--- src/rtl/isr_pkg.sv ---
package isr_pkg;
  typedef enum logic [1:0] {
    SH_HOLD  = 2'd0,
    SH_FETCH = 2'd1,
    SH_IMM   = 2'd2
  } sh_mode_e;
endpackage

--- src/rtl/isr_stage.sv ---
module isr_stage #(
  parameter int W = 8
) (
  input  logic         clk,
  input  logic         rst_n,
  input  logic         en,
  input  logic         sin,
  output logic [W-1:0] q,
  output logic         sout
);
  logic [W-1:0] q_nxt;

  always_comb begin
    q_nxt = q;
    if (en) q_nxt = {sin, q[W-1:1]};
  end

  always_ff @(posedge clk or negedge rst_n) begin
    if (!rst_n) q <= '0;
    else        q <= q_nxt;
  end

  assign sout = q[0];
endmodule

--- src/rtl/isr_mode_dec.sv ---
module isr_mode_dec
  import isr_pkg::*;
(
  input  logic     fetch_en,
  input  logic     imm_en,
  output sh_mode_e mode,
  output logic     upper_en,
  output logic     lower_en,
  output logic     imm_active
);
  always_comb begin
    if (fetch_en)    mode = SH_FETCH;
    else if (imm_en) mode = SH_IMM;
    else             mode = SH_HOLD;
  end

  assign upper_en   = (mode == SH_FETCH);
  assign lower_en   = (mode == SH_FETCH) || (mode == SH_IMM);
  assign imm_active = (mode == SH_IMM);
endmodule

--- src/rtl/isr_fill.sv ---
module isr_fill (
  input  logic imm_signed,
  input  logic field_msb,
  output logic fill
);
  assign fill = imm_signed ? field_msb : 1'b0;
endmodule

--- src/rtl/instr_shift_reg.sv ---
module instr_shift_reg
  import isr_pkg::*;
#(
  parameter int STAGE_W    = 8,
  parameter int N_STAGES   = 4,
  parameter int IMM_STAGES = 2
) (
  input  logic                          clk,
  input  logic                          rst_n,
  input  logic                          ser_in,
  input  logic                          fetch_en,
  input  logic                          imm_en,
  input  logic                          imm_signed,
  output logic [STAGE_W*N_STAGES-1:0]   word_q,
  output logic                          imm_bit,
  output logic                          fetch_out
);
  localparam int WORD_W = STAGE_W * N_STAGES;
  localparam int IMM_W  = STAGE_W * IMM_STAGES;

  sh_mode_e              mode;
  logic                  upper_en;
  logic                  lower_en;
  logic                  imm_active;
  logic                  fill;
  logic [N_STAGES-1:0]   stage_en;
  logic [N_STAGES-1:0]   stage_sin;
  logic [N_STAGES-1:0]   stage_sout;

  isr_mode_dec u_dec (
    .fetch_en   (fetch_en),
    .imm_en     (imm_en),
    .mode       (mode),
    .upper_en   (upper_en),
    .lower_en   (lower_en),
    .imm_active (imm_active)
  );

  isr_fill u_fill (
    .imm_signed (imm_signed),
    .field_msb  (word_q[IMM_W-1]),
    .fill       (fill)
  );

  for (genvar g = 0; g < N_STAGES; g++) begin : g_stage
    if (g >= IMM_STAGES) begin : g_upper
      assign stage_en[g] = upper_en;
    end else begin : g_lower
      assign stage_en[g] = lower_en;
    end

    if (g == N_STAGES - 1) begin : g_top_in
      assign stage_sin[g] = ser_in;
    end else if (g == IMM_STAGES - 1) begin : g_imm_top_in
      assign stage_sin[g] = (mode == SH_FETCH) ? stage_sout[g+1] : fill;
    end else begin : g_chain_in
      assign stage_sin[g] = stage_sout[g+1];
    end

    isr_stage #(.W(STAGE_W)) u_stage (
      .clk   (clk),
      .rst_n (rst_n),
      .en    (stage_en[g]),
      .sin   (stage_sin[g]),
      .q     (word_q[g*STAGE_W +: STAGE_W]),
      .sout  (stage_sout[g])
    );
  end

  assign fetch_out = stage_sout[0];
  assign imm_bit   = imm_active & stage_sout[0];
endmodule

--- config.mk ---
export PLATFORM = sky130hd
export DESIGN_NAME = instr_shift_reg
export DESIGN_NICKNAME = d
export VERILOG_FILES = /design/src/rtl/isr_pkg.sv /design/src/rtl/isr_stage.sv /design/src/rtl/isr_mode_dec.sv /design/src/rtl/isr_fill.sv /design/src/rtl/instr_shift_reg.sv
export SDC_FILE = /design/constraint.sdc
export NUM_CORES = 1
export LEC_CHECK = 0
export BUFFER_PORTS_ARGS = -buffer_cell sky130_fd_sc_hd__clkbuf_2
export CAP_MARGIN = 20
export CORE_MARGIN = 4
export CORE_UTILIZATION = 50
export CTS_CLUSTER_DIAMETER = 30
export CTS_CLUSTER_SIZE = 28
export DETAILED_ROUTE_END_ITERATION = 8
export HOLD_SLACK_MARGIN = 0.12
export PLACE_DENSITY = 0.87
export SLEW_MARGIN = 20
export SYNTH_ARGS = -nofsm -noshare
export SYNTH_HDL_FRONTEND = slang
export SYNTH_SLANG_ARGS = --single-unit
--- constraint.sdc ---
create_clock -name clk -period 1.2 [get_ports clk]
set_clock_uncertainty 0.15 [all_clocks]
set_input_delay 0.18 -clock clk [delete_from_list [all_inputs] [get_ports clk]]
set_output_delay 0.18 -clock clk [all_outputs]
set_load 0.01 [all_outputs]
Word level (Yosys, flattened, before mapping)
Index checks and enable logic that the tools add are counted.
- bits in registers: 32
- output and inout port bits: 34
- eq/ne operators: 3
- mux-type cells: 4
- bitwise operators: 1
- reduce and logical (&&, ||, !) cells: 2
- operator list (kind ; count):
    $mux W2 ; 2
    $eq A2 B1 Y1 const B ; 1
    $eq A2 B2 Y1 const B ; 1
    $mux W1 ; 2
    $ne A2 B1 Y1 const B ; 1
    $reduce_and A2 Y1 ; 1
    $and A1 B1 Y1 ; 1
    $logic_or A1 B1 Y1 ; 1

Depth between registers and ports, before layout
- depth after elaboration: 5
- gate-level depth with buffers: 4
- depth with buffers taken out: 2

By module
A second synthesis with hierarchy kept.
- cells, all modules: 81
- area, all modules: 1428.9 µm²
- modules (own cells, without submodules) (module ; instances ; cells each ; area an instance (µm²)):
    isr_stage ; 4 ; 18 ; 339.1
    instr_shift_reg ; 1 ; 3 ; 35.0
    isr_mode_dec ; 1 ; 5 ; 31.3
    isr_fill ; 1 ; 1 ; 6.3

Worst setup path before layout
OpenSTA, ideal clock, no wires.
- path type: input -> register
- start: in imm_en
- end: reg g_stage[0].u_stage.q[2]
- setup time: 125 ps
- arrival time: 806 ps
- slack: 118 ps
- stages on the path: 3
- cells stage by stage: nor2_4 buf_12 mux2_4
- word-level cells in the longest chain between the ends: 4
- elaborated cells between the ends (all ways): 5
- classes of those cells: 2 x eq/ne; 2 x mux; 1 x reduce/logical
- RTL lines (what ; line ; source):
    start: declaration ; instr_shift_reg.sv:12 ; input logic imm_en,
    $mux W2 * ; isr_mode_dec.sv:13 ; else if (imm_en) mode = SH_IMM;
    $mux W2 * ; isr_mode_dec.sv:12 ; if (fetch_en) mode = SH_FETCH;
    $eq A2 B1 Y1 or $eq A2 B2 Y1 (tied branches) ; isr_mode_dec.sv:18 ; assign lower_en = (mode == SH_FETCH) || (mode == SH_IMM);
    $logic_or A1 B1 Y1 * ; isr_mode_dec.sv:18 ;
    end signal: assignment ; isr_stage.sv:20 ; else q <= q_nxt;
    end: declaration ; isr_stage.sv:8 ; output logic [W-1:0] q,
Mark *: on every way between the ends. The rest lies on a longest branch, timed or not.
A chain may end at the register's enable or synchronous reset.

Worst setup path after layout
- start: reg g_stage[0].u_stage.q[0]
- end: out fetch_out
- RTL lines (what ; line ; source):
    end: declaration ; instr_shift_reg.sv:16 ; output logic fetch_out
No word-level cell between the ends.

==> summary.json <==
{
  "run_status": "finished with violations",
  "failing_checks": "setup timing",
  "post_layout_instance_count_excluding_filler_cells": 189,
  "timing.critical_path.slowest_stage_cell": "sky130_fd_sc_hd__dfrtp_1",
  "slew_viol_final": 0,
  "timing_worst_setup_path_type": "reg2out",
  "worst_ir_drop_vdd_mv": 1.760,
  "critPathBufInv": 2,
  "power_share_of_the_sequential_group": 0.366,
  "timing.final.ws_setup_ps": -115.5,
  "critical_path.reg2reg.endpoint": "g_stage[1].u_stage.q[3]",
  "pin_count": 40,
  "dr.first_iter.drc_count": 17,
  "drive_above_1_share": 0.7358,
  "synth_warnings": 0,
  "worst-slew-pin-transition_ps": 396.2,
  "r2r_start": "g_stage[1].u_stage.q[3]",
  "flip_flop_count_of_the_largest_register_all_copies_and_words_added": 32,
  "end_kind": "output pin",
  "totalWireLength_mm": 2.742,
  "biggestRegsByFlops": "g_stage.u_stage.q (32)",
  "synth.distinct_cells": 12,
  "sw_frac_of_total": 0.3068,
  "clock_tree_root_driver_cell": "sky130_fd_sc_hd__clkbuf_4",
  "min_delay_worst_endpoint": "g_stage[1].u_stage.q[7]",
  "total_switching_power_mw": 1.497,
  "tritoncts_num_sinks": 32,
  "max-cap-violations": 0,
  "crit_path_max_incr_delay_ps": 410,
  "synth_top_cell_area_share": 0.5948,
  "route.antenna.remaining_nets": 0,
  "cts_tree": "built",
  "finalSetupViolCount": 7,
  "crit_path_start_kind": "flip-flop",
  "vias_per_cell": 4.735,
  "die_area_um2": 3587,
  "hp-class": "in2reg",
  "synth.cell_area_um2": 1346,
  "power_per_cell_area_nw_per_um2": 2540,
  "detail_route.wl_per_cell_um": 14.51,
  "placement.setup.worst_slack_ps": -13.37,
  "cp.arrival_ps": 990,
  "die_x_um": 59.89,
  "place.gp.congestion": 0.6726,
  "required_ps": 870,
  "area_delta_synth_final_pct": 42.66,
  "synth-compound-area-share": 0.003717,
  "core_area_um2": 2522,
  "drcViolationCount": 0,
  "postLayoutCoreUtil": 0.7614,
  "total_leakage_power_nw": 1.033,
  "number_of_detailed_routing_iterations_run_before_antenna_repair": 4,
  "final_period_minus_worst_setup_slack_ps": 1316,
  "grt-ovfl-total": 0,
  "share_clk_of_total_power": 0.166,
  "clk-insertion-delay-late_ps": 330,
  "worstHoldStart": "fetch_en",
  "ys_seq_elements": 32,
  "worst_hold_path.num_cells": 4,
  "initial_utilization": 0.5337,
  "layout.filler_cells": 161,
  "timing.critical_path.cells": "buf_4 -> clkbuf_2",
  "leading_cell_types_by_total_area_after_synthesis": "sky130_fd_sc_hd__dfrtp_1 (59%), sky130_fd_sc_hd__mux2_4 (20%), sky130_fd_sc_hd__mux2_2 (11%), sky130_fd_sc_hd__buf_12 (3.0%), sky130_fd_sc_hd__buf_4 (2.8%)",
  "timing.critical_path.fanout_max": 3,
  "num_rows": 18,
  "dominant_combinational_cell_family_by_area_after_synthesis": "multiplexers",
  "combPwrFrac": 0.468,
  "r2r_setup_slack_ps": 30,
  "post-route-period-util": 1.096,
  "maxClockFrequency_mhz": 760.1,
  "cts.reportedPaths.clkPinSlew_ps": 120,
  "cts_htree_levels": 2,
  "synth_simple_gate_area_frac": 0.02602,
  "cpLargestDelayFamily": "flip-flops",
  "fin_tns_setup_ps": -377.3,
  "intPower_mw": 3.382,
  "netlist.top_cell.by_area": "sky130_fd_sc_hd__dfrtp_1",
  "dp_cells": 143,
  "syn_area_per_cell_um2": 17.26,
  "cts_max_path_buffers": 2,
  "vias": 895,
  "synth.net_count": 84,
  "antenna_violations_before_repair": 0,
  "first_global_vias": 946,
  "registers.top_by_ff_count": "g_stage.u_stage.q",
  "fraction_of_the_mapped_netlist_area_in_adder_cells": 0,
  "antennaDiodeCount": 0,
  "tritoncts.num_buffers": 5,
  "layout.nets": 164,
  "muxShareOfSynthArea": 0.3095,
  "grtUsageTotal": 0.1743,
  "die_h_um": 59.89,
  "port_buffers": 39,
  "synth_cells": 78,
  "global_route_wire_length_before_repair_mm": 4.402,
  "grt_setup_unrepaired": "true",
  "rr_worst_depth": 3,
  "synth-xor-area-share": 0,
  "detailedPlacementHpwl_mm": 1.666,
  "grt_start_max_net_pins": 33,
  "report.final.hold_viol_count": 0,
  "slew_headroom": 0.7359,
  "yosysSeqAreaShare": 0.5948
}
==> tightest hold or removal path, cell delays in order <==
cell and delay [ps]:
sky130_fd_sc_hd__clkbuf_2 130, sky130_fd_sc_hd__buf_12 170, sky130_fd_sc_hd__nand2_1 70, sky130_fd_sc_hd__o21ai_1 60
==> cells by family after synthesis <==
family                 count (synthesis)
DFF                                   32
and+or+nand+nor                        6
AOI/OAI and AO/OA                      1
buffers and inverters                  8
muxes                                 31
==> worst max path at each step <==
stage | startpoint | to | slack (ps) | depth (start not counted)
3_5_place_dp | imm_en | g_stage[0].u_stage.q[0] | -10 | 4
3_3_place_gp | imm_en | g_stage[0].u_stage.q[0] | 10 | 4
4_1_cts | g_stage[0].u_stage.q[0] | fetch_out | -120 | 2
2_1_floorplan | imm_en | g_stage[0].u_stage.q[2] | 120 | 3
5_1_grt | g_stage[0].u_stage.q[0] | imm_bit | -200 | 3
6_report | g_stage[0].u_stage.q[0] | fetch_out | -120 | 2
==> through the flow <==
stage | hold slack, ps | power (mW) | cell area [um^2]
6_report | 161.1 | 4.879 | 1921
3_3_place_gp | 57.54 | 3.295 | 1545
2_1_floorplan | -265.6 | 2.805 | 1346
3_5_place_dp | 69.21 | 3.371 | 1545
4_1_cts | 145.7 | 4.743 | 1868
5_1_grt | 171.1 | 5.189 | 1921
==> cell usage in the layout, fill, tap and decap left out, drive strengths merged <==
master / instances
nand2b: 1
clkinv: 1
bufinv: 1
buf: 41
clkinvlp: 1
dfrtp: 32
o21ai: 1
clkbuf: 41
dlygate4sd3: 4
nor2: 2
nor2b: 1
nand2: 2
mux2: 31
==> layout make-up <==
type                       count  area (um^2)  share of cell area
tap                           30        37.54             0.01954
multi-input combinational     38        456.7              0.2378
timing repair buffer          81        545.5              0.2840
clock inverter                 3        42.54             0.02215
sequential                    32        800.8              0.4169
clock buffer                   5        37.54             0.01954
==> cell usage after synthesis <==
master and n:
sky130_fd_sc_hd__dfrtp_1 32, sky130_fd_sc_hd__mux2_4 18, sky130_fd_sc_hd__buf_4 5, sky130_fd_sc_hd__buf_6 1, sky130_fd_sc_hd__nor2_4 1, sky130_fd_sc_hd__buf_12 2, sky130_fd_sc_hd__o21ai_1 1, sky130_fd_sc_hd__mux2_2 13
sky130_fd_sc_hd__nand2b_1 1, sky130_fd_sc_hd__nor2b_1 1, sky130_fd_sc_hd__nor2_1 1, sky130_fd_sc_hd__nand2_1 2
==> power groups by stage <==
stage | logic (mW) | clock network [mW] | registers [mW]
3_3_place_gp | 1.41 | 0 | 1.88
6_report | 2.28 | 0.811 | 1.78
5_1_grt | 2.47 | 0.878 | 1.84
2_1_floorplan | 0.773 | 0 | 2.03
3_5_place_dp | 1.44 | 0 | 1.93
4_1_cts | 2.14 | 0.822 | 1.78
==> per-layer routing <==
layer / vias up / share of wire / global-route usage
met2: 29 / 0.53 / 0.2793
met3: 6 / 0.045 / 0.04536
met4: 0 / 0.024 / 0.1108
met5: - / 0 / 0
li1: 424 / - / -
met1: 436 / 0.41 / 0.2058
==> timing repair <==
item / 4_1_cts / 5_1_grt
hold buffers: 4 / 0
hold endpoints to repair: 34 / 0
endpoints found under the setup margin: 31 / 32
cloned: 0 / 0
buffers inserted: 27 / 7
resized for setup: 0 / 3
Power figures use the tool's default switching activity.
